===== config.mk =====
export PLATFORM = sky130hd
export DESIGN_NAME = blk_lock_mgr
export DESIGN_NICKNAME = d
export VERILOG_FILES = /design/src/rtl/blk_lock_pkg.sv /design/src/rtl/blk_addr_map.sv /design/src/rtl/blk_lock_cell.sv /design/src/rtl/blk_write_gate.sv /design/src/rtl/blk_lock_mgr.sv
export SDC_FILE = /design/constraint.sdc
export NUM_CORES = 2
export LEC_CHECK = 0
export ABC_AREA = 1
export BUFFER_PORTS_ARGS = -buffer_cell sky130_fd_sc_hd__buf_2
export CORE_ASPECT_RATIO = 1.2
export CORE_MARGIN = 4
export CORE_UTILIZATION = 30
export DETAILED_ROUTE_END_ITERATION = 7
export PLACE_DENSITY = 0.51
export SLEW_MARGIN = 20
export SYNTH_ARGS = -nofsm -noshare
export SYNTH_HDL_FRONTEND = slang
export SYNTH_SLANG_ARGS = --single-unit

===== constraint.sdc =====
create_clock -name clk -period 2.55 [get_ports clk]
set_input_delay 0.1275 -clock clk [delete_from_list [all_inputs] [get_ports clk]]
set_output_delay 0.1275 -clock clk [all_outputs]
set_load 0.05 [all_outputs]

===== src/rtl/blk_lock_pkg.sv =====
package blk_lock_pkg;

  typedef enum logic [1:0] {
    LK_OPEN   = 2'b00,
    LK_HELD   = 2'b01,
    LK_FROZEN = 2'b11
  } lk_state_t;

  typedef enum logic [1:0] {
    OP_NONE   = 2'b00,
    OP_LOCK   = 2'b01,
    OP_UNLOCK = 2'b10,
    OP_FREEZE = 2'b11
  } lk_op_t;

  // Next protection level of one block for one accepted command.
  function automatic lk_state_t lk_next(lk_state_t cur, lk_op_t op);
    lk_state_t nxt;
    nxt = cur;
    if (cur != LK_FROZEN) begin
      case (op)
        OP_LOCK:   nxt = LK_HELD;
        OP_UNLOCK: nxt = LK_OPEN;
        OP_FREEZE: nxt = LK_FROZEN;
        default:   nxt = cur;
      endcase
    end
    return nxt;
  endfunction

  // Write permission from a level and the supply lockout flag.
  function automatic logic lk_permit(lk_state_t st, logic vpp_low);
    return (st == LK_OPEN) && !vpp_low;
  endfunction

endpackage


===== src/rtl/blk_addr_map.sv =====
module blk_addr_map #(
  parameter int ADDR_W      = 24,
  parameter int MAIN_SHIFT  = 16,
  parameter int PARAM_SHIFT = 14,
  parameter bit TOP_BOOT    = 1'b1,
  parameter int IDX_W       = 9
) (
  input  logic [ADDR_W-1:0] addr,
  output logic [IDX_W-1:0]  blk
);
  localparam int SLOT_W    = ADDR_W - MAIN_SHIFT;
  localparam int SUB_W     = MAIN_SHIFT - PARAM_SHIFT;
  localparam int NSLOT     = 2 ** SLOT_W;
  localparam int NUM_PARAM = 2 ** SUB_W;

  logic [SLOT_W-1:0] slot;
  logic [SUB_W-1:0]  sub;

  assign slot = addr[ADDR_W-1:MAIN_SHIFT];
  assign sub  = addr[MAIN_SHIFT-1:PARAM_SHIFT];

  generate
    if (TOP_BOOT) begin : g_top
      // Parameter slot is the highest one; numbering continues upward in it.
      always_comb begin
        if (slot == SLOT_W'(NSLOT - 1))
          blk = IDX_W'(NSLOT - 1) + IDX_W'(sub);
        else
          blk = IDX_W'(slot);
      end
    end else begin : g_bottom
      // Parameter slot is slot 0; main blocks follow after them.
      always_comb begin
        if (slot == '0)
          blk = IDX_W'(sub);
        else
          blk = IDX_W'(slot) + IDX_W'(NUM_PARAM - 1);
      end
    end
  endgenerate

endmodule


===== src/rtl/blk_lock_cell.sv =====
module blk_lock_cell
  import blk_lock_pkg::*;
(
  input  logic      clk,
  input  logic      rst_n,
  input  logic      sel,
  input  lk_op_t    op,
  output lk_state_t state
);

  always_ff @(posedge clk or negedge rst_n) begin
    if (!rst_n) state <= LK_HELD;
    else if (sel) state <= lk_next(state, op);
  end

  // frozen persists until reset
  p_frozen_sticky_r6: assert property (@(posedge clk) disable iff (!rst_n)
    state == LK_FROZEN |=> state == LK_FROZEN);

  // lock takes an open block to held
  p_lock_open_r3: assert property (@(posedge clk) disable iff (!rst_n)
    sel && op == OP_LOCK && state == LK_OPEN |=> state == LK_HELD);

  // unlock takes a held block to open
  p_unlock_held_r4: assert property (@(posedge clk) disable iff (!rst_n)
    sel && op == OP_UNLOCK && state == LK_HELD |=> state == LK_OPEN);

  // freeze always ends frozen
  p_freeze_r5: assert property (@(posedge clk) disable iff (!rst_n)
    sel && op == OP_FREEZE |=> state == LK_FROZEN);

  // unselected or empty commands leave the level alone
  p_idle_hold_r10: assert property (@(posedge clk) disable iff (!rst_n)
    (!sel || op == OP_NONE) |=> $stable(state));

endmodule


===== src/rtl/blk_write_gate.sv =====
module blk_write_gate
  import blk_lock_pkg::*;
(
  input  lk_state_t st,
  input  logic      vpp_low,
  output logic      ok
);
  assign ok = lk_permit(st, vpp_low);
endmodule


===== src/rtl/blk_lock_mgr.sv =====
module blk_lock_mgr
  import blk_lock_pkg::*;
#(
  parameter int ADDR_W      = 24,
  parameter int MAIN_SHIFT  = 16,
  parameter int PARAM_SHIFT = 14,
  parameter bit TOP_BOOT    = 1'b1,
  localparam int NUM_BLOCKS = 2 ** (ADDR_W - MAIN_SHIFT) - 1 + 2 ** (MAIN_SHIFT - PARAM_SHIFT),
  localparam int IDX_W      = $clog2(NUM_BLOCKS)
) (
  input  logic              clk,
  input  logic              rst_n,
  input  logic              vpp_low,
  input  logic              cmd_valid,
  input  logic [1:0]        cmd_op,
  input  logic [ADDR_W-1:0] cmd_addr,
  input  logic [ADDR_W-1:0] wr_addr,
  output logic              wr_ok,
  output logic [IDX_W-1:0]  wr_blk,
  input  logic [ADDR_W-1:0] qry_addr,
  output logic [1:0]        qry_state,
  output logic [IDX_W-1:0]  qry_blk
);

  // Named internal events for checking.
  logic [IDX_W-1:0]      cmd_blk;
  logic [NUM_BLOCKS-1:0] cmd_sel;
  lk_op_t                op_q;
  lk_state_t             blk_st [NUM_BLOCKS];
  lk_state_t             wr_st;
  lk_state_t             qry_st;

  assign op_q = lk_op_t'(cmd_op);

  blk_addr_map #(.ADDR_W(ADDR_W), .MAIN_SHIFT(MAIN_SHIFT), .PARAM_SHIFT(PARAM_SHIFT),
                 .TOP_BOOT(TOP_BOOT), .IDX_W(IDX_W))
    u_map_cmd (.addr(cmd_addr), .blk(cmd_blk));

  blk_addr_map #(.ADDR_W(ADDR_W), .MAIN_SHIFT(MAIN_SHIFT), .PARAM_SHIFT(PARAM_SHIFT),
                 .TOP_BOOT(TOP_BOOT), .IDX_W(IDX_W))
    u_map_wr (.addr(wr_addr), .blk(wr_blk));

  blk_addr_map #(.ADDR_W(ADDR_W), .MAIN_SHIFT(MAIN_SHIFT), .PARAM_SHIFT(PARAM_SHIFT),
                 .TOP_BOOT(TOP_BOOT), .IDX_W(IDX_W))
    u_map_qry (.addr(qry_addr), .blk(qry_blk));

  genvar gi;
  generate
    for (gi = 0; gi < NUM_BLOCKS; gi++) begin : g_blk
      assign cmd_sel[gi] = cmd_valid && (cmd_blk == IDX_W'(gi));
      blk_lock_cell u_cell (
        .clk  (clk),
        .rst_n(rst_n),
        .sel  (cmd_sel[gi]),
        .op   (op_q),
        .state(blk_st[gi])
      );
    end
  endgenerate

  assign wr_st     = blk_st[wr_blk];
  assign qry_st    = blk_st[qry_blk];
  assign qry_state = qry_st;

  blk_write_gate u_gate (.st(wr_st), .vpp_low(vpp_low), .ok(wr_ok));

  // a command reaches at most one block
  p_one_target_r10: assert property (@(posedge clk) disable iff (!rst_n)
    $onehot0(cmd_sel));

  // supply lockout blocks every write
  p_vpp_block_r9: assert property (@(posedge clk) disable iff (!rst_n)
    vpp_low |-> !wr_ok);

  // no reserved level code on the query port
  p_no_reserved_r11: assert property (@(posedge clk) disable iff (!rst_n)
    qry_state != 2'b10);

  // decoded block numbers stay inside the block count
  p_blk_range_r1: assert property (@(posedge clk) disable iff (!rst_n)
    (int'(qry_blk) < NUM_BLOCKS) && (int'(wr_blk) < NUM_BLOCKS));

endmodule


==> qor.csv <==
stage,metric,value,unit
synth,Yosys warnings,0,
floorplanning,die height,377,microns
power_and_ir_drop,Net Sw Power,0.006993,W
synth,top-area cell type share of the netlist area,19.99,%
clocking,H-tree levels,2,
detailed_routing,DR vias/cell,5.420,
power_and_ir_drop,Tot Pwr,0.02281,W
layout,max FFs per register,518,
worst_setup_path,Crit Path Class,primary input to primary output,
job,Max Cap Violations,0,
sta,Hold Slack,-0.01091,ns
worst_setup_path,reg2reg path depth,4,
clocking,Max clock buf depth,3,
global_routing,met3 global-route usage,4.290,%
clocking,clock tree from TritonCTS,built,
floorplanning,I/O pin count,99,
power_and_ir_drop,P per Cell Area,526.1,nW/um^2
worst_setup_path,largest fanout on the critical path,8,
sta,slew of the pin with the lowest slew margin,1.204,ns
detailed_routing,1st-pass router iterations,8,
synth,"Top FF cell, synth",dfstp_2,
power_and_ir_drop,clock network fraction of total power,41.7,%
synth,post-synth net total,4998,
detailed_routing,routed wire length per instance,23.67,microns
global_routing,GRT busiest layer,met2,
layout,Area Growth Syn to Fin,27.41,%
placed_design,Detail Placement HPWL,103.9,mm
synth,Synth area leaders,"dfstp_2 20%, dfrtp_1 19%, nand2_1 16%",
detailed_routing,DRT Wirelength,159.8,mm
synth,synthesized cell area,34040,sq um
clocking,Worst-Skew Late Latency,0.66,ns
layout,storage element area,13290,sq um
layout,largest registers,g_blk.u_cell.state x518,
floorplanning,FP Rows,135,
clocking,CTS sink count,518,
detailed_routing,DRC,0,
worst_setup_path,CP arrival,2.66,ns
global_routing,global-route wire length before repair,231.7,mm
sta,TNS Setup,-0.6054,ns
synth,cell taking the most area after synthesis,dfstp_2,
sta,fin crit share,109.5,%
sta,normalized max-slew margin,19.75,%
global_routing,GRT overflow,0,
layout,Fill cells,11833,
power_and_ir_drop,Switching Fraction,30.65,%
power_and_ir_drop,Flop pwr share,39.0,%
global_routing,met2 GRT Util,40.88,%
global_routing,GR Layer Usage met1,33.02,%
detailed_routing,1st-iter DRT viols,3918,
layout,design area,43370,sq um
global_routing,largest net degree at the start of global routing,119,
synth,"Avg Cell Area, Syn",6.923,sq um
power_and_ir_drop,Gate power share,19.3,%
power_and_ir_drop,Pleak,18.43,nW
sta,"Min Clock Period, post-route",2.791,ns
synth,Cells after Synth,4917,
synth,Post-synth EDFFs,0,
sta,"Hold Violations, Final",2,
placed_design,Area after DPL,38520,sq um
layout,Finished Layout Cells,6752,
run_status,failing checks,"hold timing, setup timing",
min_path,min-delay worst type,primary input to async pin,
global_routing,vias in the first global route,34890,
sta,max-slew violations,0,
layout,Multi-input gate area,17750,sq um
clocking,root buffer cell,clkbuf_16,
synth,"Seq/Total Area, Yosys",39.03,%
worst_setup_path,Critical Path Start Type,primary input,
worst_setup_path,critical path endpoint category,primary output,
synth,asr flop ratio synth,100.0,%
floorplanning,die area,118900,sq um
layout,"Most flops, register",g_blk.u_cell.state,
layout,fin nets,5272,
floorplanning,Initial Utilization,30.17,%
power_and_ir_drop,Internal,0.01582,W
detailed_routing,"antenna viol nets, final",0,
clocking,total CTS buffers,58,
placed_design,DP Cell Count,6551,
power_and_ir_drop,Peak VDD IR,635.5,uV
global_routing,initial antenna violation count,7,
floorplanning,die width,315.5,microns
sta,Setup Viol. Count Final,3,
run_status,status,finished with violations,
clocking,Worst-path clk slew,0.07,ns
detailed_routing,Vias,36597,
sta,final setup margin,-0.2413,ns
placed_design,GPL Wtd Cong,0.9428,
global_routing,GRT Total Usage,25.76,%
synth,Yosys reg bits,518,
floorplanning,Core ar.,112800,sq um
synth,Synth cell types,51,
sta,clock skew,0.02045,ns
sta,RSZ-0062 raised after global routing,yes,
layout,share of layout cells above drive strength 1,21.43,%
worst_setup_path,CP required,2.42,ns
sta,Highest Clock Rate,358.3,MHz
placed_design,port buffer count,56,
layout by cell type, fill, tap and decap left out, types with 165 or more instances in the layout:
master    synthesis  routed
buf_4            63     297
nand2_1        1430    1388
o211ai_1        188     188
o21ai_0         641     619
nand3_1         553     484
dfrtp_1         259     259
a21oi_1         224     208
nor2_1          195     165
inv_1           562     549
dfstp_2         259     259
timing repair:
item,in CTS,in global routing
hold buffers,1,0
hold endpoints to repair,230,0
buffers inserted,50,11
pin swaps,87,71
cloned,23,9
resized for setup,238,84
endpoints found under the setup margin,3,3
critical path: stages:
cell and delay [ns]:
buf_8 0.08, nand2_4 0.05, buf_6 0.11, nor2_4 0.15
nand3_4 0.13, buf_6 0.15, buf_12 0.12, nand2_8 0.14
buf_12 0.15, buf_16 0.12, nand2_1 0.05, nand3_1 0.07
nand3_1 0.06, nand2_1 0.08, nand3_2 0.15, nand2_1 0.09
nand2_1 0.07, nand2_1 0.08, nand3_2 0.10, nand2_2 0.09
nand3_2 0.08, a21oi_4 0.21, buf_6 0.18
routing by layer:
layer | routed length [microns] | share of wire, %
met2 | 71630 | 45
met3 | 13180 | 8.2
met4 | 11290 | 7.1
met1 | 63700 | 40
met5 | 0 | 0
cells in the mapped netlist, types with 6 or more instances:
| library cell | number |
|---|---|
| nor2_1 | 195 |
| nand4_1 | 73 |
| a211oi_1 | 12 |
| dfstp_2 | 259 |
| nor2_2 | 8 |
| dfrtp_1 | 259 |
| clkbuf_1 | 121 |
| o211ai_1 | 188 |
| mux2i_1 | 6 |
| nand2_1 | 1430 |
| o2111ai_1 | 47 |
| a2111oi_2 | 14 |
| nand3b_1 | 12 |
| buf_4 | 63 |
| inv_2 | 9 |
| nand3_1 | 553 |
| o22ai_1 | 28 |
| buf_2 | 79 |
| nor4_1 | 7 |
| o21ai_1 | 25 |
| inv_1 | 562 |
| a21oi_1 | 224 |
| buf_6 | 25 |
| o21ai_0 | 641 |
| buf_1 | 20 |
power by group through the flow:
stage	Clock, W	Combinational (W)	Sequential (W)
final	0.00951	0.00440	0.00891
after global routing	0.00994	0.00468	0.00894
after CTS	0.00966	0.00418	0.00890
after detailed placement	0	0.00371	0.00903
after global placement	0	0.00370	0.00903
after floorplan	0	0.00200	0.00895
logic make-up after synthesis:
family / count (synthesis) / share of synthesized area, %
multiplexers: 6 / 0.1764
AO/OA/AOI/OAI: 1197 / 20.57
AND/OR/NAND/NOR: 2304 / 28.63
buffers and inverters: 889 / 11.48
flip-flops: 518 / 39.03
adder cells (fa/ha/maj): 3 / 0.1103
metrics by stage:
| stage | setup WS (ns) | utilization [%] |
|---|---|---|
| 6_report | -0.2413 | 38.44 |
| 5_1_grt | -0.3523 | 38.43 |
| 4_1_cts | -0.1611 | 37.85 |
| 3_5_place_dp | -0.7542 | 34.14 |
| 3_3_place_gp | -0.7669 | 34.14 |
| 2_1_floorplan | -0.04884 | - |
layout make-up:
class,instances,share of cell area (%)
multi-input combinational,3511,40.94
sequential,518,30.64
timing repair buffer,525,14.15
inverter,577,5.080
tap,1507,4.348
clock buffer,81,3.901
clock inverter,29,0.9290
antenna,4,0.02308
path summary, 6_finish.rpt:
path / startpoint / end / slack [ns]
worst max-delay path: wr_addr[18] / wr_ok / -0.24
worst min-delay path: rst_n / g_blk[40].u_cell.state[1]$_DFFE_PN0P_ / -0.01
worst max register to register: g_blk[22].u_cell.state[1]$_DFFE_PN0P_ / g_blk[22].u_cell.state[1]$_DFFE_PN0P_ / 1.08
worst min register to register: g_blk[128].u_cell.state[0]$_DFFE_PN1P_ / g_blk[128].u_cell.state[0]$_DFFE_PN1P_ / 0.48
max in group asynchronous: rst_n / g_blk[11].u_cell.state[0]$_DFFE_PN1P_ / 1.58
min in group clk: cmd_valid / g_blk[38].u_cell.state[0]$_DFFE_PN1P_ / 0.12
No activity file was read; power rests on OpenSTA's default activity.
